File: src/rtl/cell_guard_pkg.sv
package cell_guard_pkg;
  typedef enum logic [1:0] {
    ST_NORMAL = 2'd0,
    ST_OVCHG  = 2'd1,
    ST_SLEEP  = 2'd2,
    ST_BURST  = 2'd3
  } guard_state_e;

  typedef struct packed {
    logic any_ov;
    logic any_above_ovr;
    logic any_uv;
    logic all_above_uvr;
  } scan_sum_t;
endpackage

File: src/rtl/cg_tick_gen.sv
module cg_tick_gen #(
  parameter int unsigned PRESCALE = 2125000
) (
  input  logic clk_i,
  input  logic rst_ni,
  input  logic restart_i,
  input  logic ext_tick_i,
  output logic tick_o
);
  localparam int unsigned CW = (PRESCALE > 1) ? $clog2(PRESCALE) : 1;

  logic [CW-1:0] cnt_q;
  logic          wrap;

  assign wrap = (cnt_q == CW'(PRESCALE - 1));

  always_ff @(posedge clk_i or negedge rst_ni) begin
    if (!rst_ni)                cnt_q <= '0;
    else if (restart_i || wrap) cnt_q <= '0;
    else                        cnt_q <= cnt_q + CW'(1);
  end

  assign tick_o = (wrap & ~restart_i) | ext_tick_i;
endmodule

File: src/rtl/cg_cell_scan.sv
module cg_cell_scan
  import cell_guard_pkg::*;
#(
  parameter int unsigned NCELL = 4
) (
  input  logic             clk_i,
  input  logic             rst_ni,
  input  logic             en_i,
  input  logic             tick_i,
  input  logic             three_i,
  input  logic [NCELL-1:0] ov_i,
  input  logic [NCELL-1:0] ovr_i,
  input  logic [NCELL-1:0] uv_i,
  input  logic [NCELL-1:0] uvr_i,
  output logic             valid_o,
  output scan_sum_t        sum_o
);
  localparam int unsigned IW = (NCELL > 1) ? $clog2(NCELL) : 1;
  localparam logic [IW-1:0] LAST = IW'(NCELL - 1);

  logic          busy_q, valid_q;
  logic [IW-1:0] idx_q;
  scan_sum_t     acc_q, acc_n, sum_q;
  logic          skip, last;

  assign skip = three_i && (idx_q == LAST);
  assign last = (idx_q == LAST);

  always_comb begin
    acc_n = acc_q;
    if (!skip) begin
      acc_n.any_ov        = acc_q.any_ov        | ov_i[idx_q];
      acc_n.any_above_ovr = acc_q.any_above_ovr | ovr_i[idx_q];
      acc_n.any_uv        = acc_q.any_uv        | uv_i[idx_q];
      acc_n.all_above_uvr = acc_q.all_above_uvr & uvr_i[idx_q];
    end
  end

  always_ff @(posedge clk_i or negedge rst_ni) begin
    if (!rst_ni) begin
      busy_q  <= 1'b0;
      valid_q <= 1'b0;
      idx_q   <= '0;
      acc_q   <= '0;
      sum_q   <= '0;
    end else begin
      valid_q <= 1'b0;
      if (busy_q) begin
        acc_q <= acc_n;
        idx_q <= idx_q + IW'(1);
        if (last) begin
          busy_q  <= 1'b0;
          valid_q <= 1'b1;
          sum_q   <= acc_n;
        end
      end else if (tick_i && en_i) begin
        busy_q <= 1'b1;
        idx_q  <= '0;
        acc_q  <= '{any_ov: 1'b0, any_above_ovr: 1'b0, any_uv: 1'b0, all_above_uvr: 1'b1};
      end
    end
  end

  assign valid_o = valid_q;
  assign sum_o   = sum_q;

  // one summary per scan
  a_r3_valid_single: assert property (@(posedge clk_i) disable iff (!rst_ni)
    valid_q |=> !valid_q);
  // a summary only closes a running scan
  a_r3_valid_after_scan: assert property (@(posedge clk_i) disable iff (!rst_ni)
    $rose(valid_q) |-> $past(busy_q) && !busy_q);
endmodule

File: src/rtl/cg_guard_fsm.sv
module cg_guard_fsm
  import cell_guard_pkg::*;
#(
  parameter int unsigned QUAL = 2
) (
  input  logic      clk_i,
  input  logic      rst_ni,
  input  logic      valid_i,
  input  scan_sum_t sum_i,
  input  logic      wake_i,
  input  logic      chg_en_i,
  input  logic      dsg_sense_i,
  output logic      wake_start_o,
  output logic      chg_on_o,
  output logic      dsg_on_o,
  output logic      sleep_o
);
  localparam int unsigned CW = $clog2(QUAL + 1);
  localparam logic [CW-1:0] QMAX = CW'(QUAL);

  guard_state_e  state_q, st_n;
  logic [CW-1:0] uv_q, ov_q, uv_n, ov_n;

  function automatic logic [CW-1:0] sat_inc(input logic [CW-1:0] v);
    return (v == QMAX) ? v : v + CW'(1);
  endfunction

  always_comb begin
    st_n = state_q;
    uv_n = uv_q;
    ov_n = ov_q;
    unique case (state_q)
      ST_NORMAL, ST_OVCHG: if (valid_i) begin
        uv_n = sum_i.any_uv ? sat_inc(uv_q) : '0;
        ov_n = (state_q == ST_NORMAL && sum_i.any_ov) ? sat_inc(ov_q) : '0;
        if (uv_n == QMAX) begin            // undercharge wins
          st_n = ST_SLEEP;
          uv_n = '0;
          ov_n = '0;
        end else if (state_q == ST_NORMAL && ov_n == QMAX) begin
          st_n = ST_OVCHG;
          uv_n = '0;
          ov_n = '0;
        end else if (state_q == ST_OVCHG && !sum_i.any_above_ovr) begin
          st_n = ST_NORMAL;
          uv_n = '0;
        end
      end
      ST_SLEEP: if (wake_i) st_n = ST_BURST;
      ST_BURST: if (valid_i) st_n = sum_i.all_above_uvr ? ST_NORMAL : ST_SLEEP;
      default:  st_n = ST_NORMAL;
    endcase
  end

  always_ff @(posedge clk_i or negedge rst_ni) begin
    if (!rst_ni) begin
      state_q <= ST_NORMAL;
      uv_q    <= '0;
      ov_q    <= '0;
    end else begin
      state_q <= st_n;
      uv_q    <= uv_n;
      ov_q    <= ov_n;
    end
  end

  assign chg_on_o = chg_en_i & ((state_q == ST_NORMAL) | (state_q == ST_BURST) |
                                ((state_q == ST_OVCHG) & dsg_sense_i));
  assign dsg_on_o = (state_q != ST_SLEEP);
  assign sleep_o  = (state_q == ST_SLEEP);
  assign wake_start_o = (state_q == ST_SLEEP) && wake_i;

  // overcharge entry only after QUAL qualifying samples
  a_r3_ov_qualified: assert property (@(posedge clk_i) disable iff (!rst_ni)
    (state_q == ST_OVCHG && $past(state_q) == ST_NORMAL) |->
      ($past(valid_i) && $past(ov_q) == CW'(QUAL - 1)));
  // sleep entry from an active state only after QUAL undercharge samples
  a_r6_uv_qualified: assert property (@(posedge clk_i) disable iff (!rst_ni)
    (state_q == ST_SLEEP && ($past(state_q) == ST_NORMAL || $past(state_q) == ST_OVCHG)) |->
      ($past(valid_i) && $past(uv_q) == CW'(QUAL - 1)));
  // burst only follows a wake in sleep
  a_r8_burst_from_wake: assert property (@(posedge clk_i) disable iff (!rst_ni)
    (state_q == ST_BURST && $past(state_q) != ST_BURST) |->
      ($past(state_q) == ST_SLEEP && $past(wake_i)));
  // burst ends in normal only on a full release sample
  a_r9_burst_release: assert property (@(posedge clk_i) disable iff (!rst_ni)
    (state_q == ST_NORMAL && $past(state_q) == ST_BURST) |->
      ($past(valid_i) && $past(sum_i.all_above_uvr)));
endmodule

File: src/rtl/cell_guard.sv
module cell_guard
  import cell_guard_pkg::*;
#(
  parameter int unsigned NCELL    = 4,
  parameter int unsigned PRESCALE = 2125000,
  parameter int unsigned QUAL     = 2
) (
  input  logic             clk_i,
  input  logic             rst_ni,
  input  logic             tick_i,
  input  logic             cell_cnt_i,
  input  logic [NCELL-1:0] ov_i,
  input  logic [NCELL-1:0] ovr_i,
  input  logic [NCELL-1:0] uv_i,
  input  logic [NCELL-1:0] uvr_i,
  input  logic             chg_en_i,
  input  logic             wake_i,
  input  logic             dsg_sense_i,
  output logic             chg_on_o,
  output logic             dsg_on_o,
  output logic             sleep_o
);
  logic      tick, restart, valid;
  scan_sum_t sum;

  cg_tick_gen #(.PRESCALE(PRESCALE)) u_tick (
    .clk_i, .rst_ni, .restart_i(restart), .ext_tick_i(tick_i), .tick_o(tick)
  );

  cg_cell_scan #(.NCELL(NCELL)) u_scan (
    .clk_i, .rst_ni, .en_i(!sleep_o), .tick_i(tick), .three_i(cell_cnt_i),
    .ov_i, .ovr_i, .uv_i, .uvr_i, .valid_o(valid), .sum_o(sum)
  );

  cg_guard_fsm #(.QUAL(QUAL)) u_fsm (
    .clk_i, .rst_ni, .valid_i(valid), .sum_i(sum), .wake_i, .chg_en_i, .dsg_sense_i,
    .wake_start_o(restart), .chg_on_o, .dsg_on_o, .sleep_o
  );

  // sleep holds both switches open
  a_r6_sleep_open: assert property (@(posedge clk_i) disable iff (!rst_ni)
    sleep_o |-> (!chg_on_o && !dsg_on_o));
  // discharge switch never opens outside sleep
  a_r5_dsg_closed: assert property (@(posedge clk_i) disable iff (!rst_ni)
    !sleep_o |-> dsg_on_o);
endmodule

File: config.mk
export PLATFORM = sky130hd
export DESIGN_NAME = cell_guard
export DESIGN_NICKNAME = d
export VERILOG_FILES = /design/src/rtl/cell_guard_pkg.sv /design/src/rtl/cg_tick_gen.sv /design/src/rtl/cg_cell_scan.sv /design/src/rtl/cg_guard_fsm.sv /design/src/rtl/cell_guard.sv
export SDC_FILE = /design/constraint.sdc
export NUM_CORES = 1
export LEC_CHECK = 0
export ABC_AREA = 0
export BUFFER_PORTS_ARGS = -buffer_cell sky130_fd_sc_hd__buf_2
export CAP_MARGIN = 30
export CORE_MARGIN = 2
export CORE_UTILIZATION = 55
export DETAILED_ROUTE_END_ITERATION = 12
export GPL_TIMING_DRIVEN = 1
export HOLD_SLACK_MARGIN = 0.06
export PLACE_DENSITY_LB_ADDON = 0.1
export SLEW_MARGIN = 20
export SYNTH_ARGS = -nofsm -noshare
export SYNTH_HDL_FRONTEND = slang
export SYNTH_SLANG_ARGS = --single-unit
File: constraint.sdc
create_clock -name clk_i -period 2.9 [get_ports clk_i]
set_input_delay 0.29 -clock clk_i [delete_from_list [all_inputs] [get_ports clk_i]]
set_output_delay 0.29 -clock clk_i [all_outputs]
set_load 0.02 [all_outputs]
==> metrics.md <==
| Metric | Value |
|---|---|
| H-Tree Depth | 2 |
| Net count after synthesis | ~260 |
| NumNets Final | 287 |
| Measured slew at the worst slew-check pin | 0.702 ns |
| Total I/O pin count | 26 |
| FILL cells | 314 |
| Total power | around 2.0 mW |
| Fin crit period | 2.19 ns |
| Tot GR Track Use | 21.2% |
| Antenna Nets Post-Route | 0 |
| Root Buffer | clkbuf_8 |
| Synth top area cells | dfrtp_1, ha_1, mux4_2 |
| Commonest cells after routing, fill and taps aside | dfrtp_1, buf_2, nand2_1, inv_1, a21oi_1 |
| Most area-hungry cell type in the Yosys netlist | dfrtp_1 |
| Share of the synthesized area in the top cell type | between 40% and 50% |
| Main synth FF type | dfrtp_1 |
| Diode count | 0 |
| Crit path buf inv count | 0 |
| Worst Hold Endpoint | u_tick.cnt_q[2] |
| Post-Syn Instances | 228 |
| Asr flop ratio synth | between 90% and 100% |
| Iter 0 DRT Violations | 81 |
| Switching share of total power | 36.4% |
| Vias | 1744 |
| Setup violators final | 0 |
| R2r worst-path depth | 5 |
| NetSw | 0.714 mW |
| Die H | ~67 µm |
| HPWL Detailed | 3050 µm |
| Yosys warns | 0 |
| Synthesized flop and latch total | 40 |
| Mapped Area | 2190 µm² |
| CP Data Required Time | a little over 3 ns |
| Share of total power in sequential cells | 44.1% |
| Crit path arrival time | approximately 2.4 ns |
| Combinational Power Share | ~37% |
| Max Cap Viol | 0 |
| Fin. Hold Viols | 0 |
| Worst vdd ir | 432 µV |
| WS Path Type | flip-flop to flip-flop |
| Hold Crit Depth | 2 |
| PwrDens | 791 nW/µm² |
| Pleak | 1.08 nW |
| Total core area | around 3700 µm² |
| Outcome | finished clean |
| Yosys cell types | 42 |
| CP max FO | 10 |
| Setup_tns | 0 ns |
| Setup crit end kind | flip-flop |
| Vias in the first global route | 1713 |
| Worst Hold Slack | 0.248 ns |
| Max-slew violations | 0 |
| # port buffers | 25 |
| Critical path's top delay family | simple AND/OR/NAND/NOR gates |
| Crit start category | flip-flop |
| CTS Buffer Depth | 2 |
| Placer's final routability congestion estimate | between 0.8 and 0.9 |
| CP max stage cell | or4_1 |
| Reg2reg start | u_tick.cnt_q[0] |
| Reg2Reg Setup Slack | around 0.71 ns |
| Sink Count | 40 |
| Met2 Wirelength | 2090 µm |
| CTS tree | built |
| Avg Cell Area, Syn | slightly below 10 µm² |
| Antenna violations before repair | 0 |
| Commonest non-fill, non-tap cell in the layout | dfrtp_1 |
| Synth-to-Final Area Change | 13.0% |
| RSZ-0062 raised after global routing | false |
| Met3 WL | 121 µm |
| WL per Instance | 13.6 µm |
| Largest net degree at the start of global routing | 41 |
| Register area share after synthesis | 45.7% |
| Layout cells sized above 1 | 16.3% |
| Fmax | 457 MHz |
| Clock edge transition at the registers on the reported setup and hold paths | 0.07 ns |
| Cell Int Power | 1.24 mW |
| Max Clock Skew | 0.00765 ns |
| Slew HR | around 53% |
| DRC | 0 |
| Worst path cell trace | ha_1, nand2_1, or4_1, or4_1, a21oi_1 |
| Initial Utilization | 58.6% |
| Number of synthesized flops with an enable pin | 0 |
| Hold path start | wake_i |
| Skew-Pair Late Insertion Delay | 0.29 ns |
| DRT Wirelength | 4140 µm |
| First-pass GRT wire length | 7250 µm |
| Reg-to-Reg End | u_tick.cnt_q[18] |
| Num rows | 22 |
| Metal-1 WL | 1870 µm |
| Remaining Overflow, GRT | 0 |
| Vias per inst | around 5.7 |
| Top sig layer | met4 |
| Worst path max stage delay | 0.63 ns |
| Hold Crit Class | primary input to flip-flop |
| Top cell by count, worst path | or4_1 |
| Clock power frac | 19.0% |
| Die width | 67.1 µm |
| Crit share post-route | around 75% |
| CTS buffer count | 5 |
| Drt first pass iters | 4 |
| Die area | between 4000 and 5000 µm² |
metrics by stage:
step	setup WS, ns	utilization (%)	instances	instance area (µm²)
after floorplan	0.911	-	228	2190
after global placement	0.798	62.9	295	2360
after detailed placement	0.739	62.9	295	2360
after CTS	0.717	65.3	303	2450
after global routing	0.567	66.1	305	2480
final	0.714	66.1	305	2480
sequential cells by signal, summed over array words and instances, names as in the netlist:
name,count
u_tick.cnt_q,22
u_fsm.uv_q,2
u_scan.sum_o,4
u_scan.busy_q,1
u_fsm.state_q,2
u_scan.idx_q,2
u_fsm.ov_q,2
u_scan.valid_o,1
u_scan.acc_q,4
Yosys cell counts, drive strengths merged, types with 3 or more instances:
| cell | number |
|---|---|
| or3 | 5 |
| mux2i | 4 |
| nor2 | 15 |
| ha | 8 |
| or4 | 8 |
| dfrtp | 40 |
| mux4 | 4 |
| nor4 | 4 |
| nand3 | 9 |
| o31ai | 6 |
| inv | 19 |
| nor3 | 6 |
| nand4 | 3 |
| o21ai | 15 |
| nand2 | 24 |
| clkbuf | 5 |
| xnor2 | 9 |
| a21oi | 17 |
worst max-delay path by stage:
stage	startpoint	end	cells after the start
2_1_floorplan	u_tick.cnt_q[0]	u_tick.cnt_q[18]	6
3_3_place_gp	u_tick.cnt_q[0]	u_tick.cnt_q[18]	5
3_5_place_dp	u_tick.cnt_q[0]	u_tick.cnt_q[18]	5
4_1_cts	u_tick.cnt_q[0]	u_tick.cnt_q[18]	5
5_1_grt	u_tick.cnt_q[0]	u_tick.cnt_q[20]	5
6_report	u_tick.cnt_q[0]	u_tick.cnt_q[18]	5
routing by layer:
| metal | global-route usage (%) | up-vias |
|---|---|---|
| met5 | 0 | - |
| met4 | 7.14 | 0 |
| met3 | 4.00 | 6 |
| met2 | 38.0 | 30 |
| met1 | 25.5 | 835 |
| li1 | - | 873 |
cell type report:
type                       instances  area, µm²  area share, %
timing repair buffer              28        163           6.57
clock buffer                       8       90.1           3.64
tap                               48       60.1           2.43
multi-input combinational        162       1090           44.1
sequential                        40       1000           40.4
inverter                          19       71.3           2.88
power groups by stage:
stage | logic (mW) | registers (mW) | clock network (mW)
after detailed placement | 0.720 | 0.878 | 0
after global placement | 0.709 | 0.868 | 0
final | 0.721 | 0.864 | 0.373
after floorplan | 0.602 | 0.810 | 0
after CTS | 0.725 | 0.867 | 0.382
after global routing | 0.826 | 0.892 | 0.405
repair_timing:
action	in CTS	in global routing
hold buffers	0	1
setup buffers	0	0
setup endpoints to repair	0	0
resized for setup	0	0
hold endpoints to repair	0	9
kinds of logic after synthesis:
family / share of synthesized area, %
fa+ha+maj: 4.57
mux: 6.45
flops: 45.7
compound gates: 13.8
xor+xnor: 4.40
simple gates: 20.5
buf+inv: 4.57
worst reg2reg max path, cell delays in order, from the launching register on:
cell     delay, ns
dfrtp_1       0.41
ha_1          0.28
nand2_1       0.14
or4_1         0.63
or4_1         0.51
a21oi_1       0.15
No activity file was read; power rests on OpenSTA's default activity.
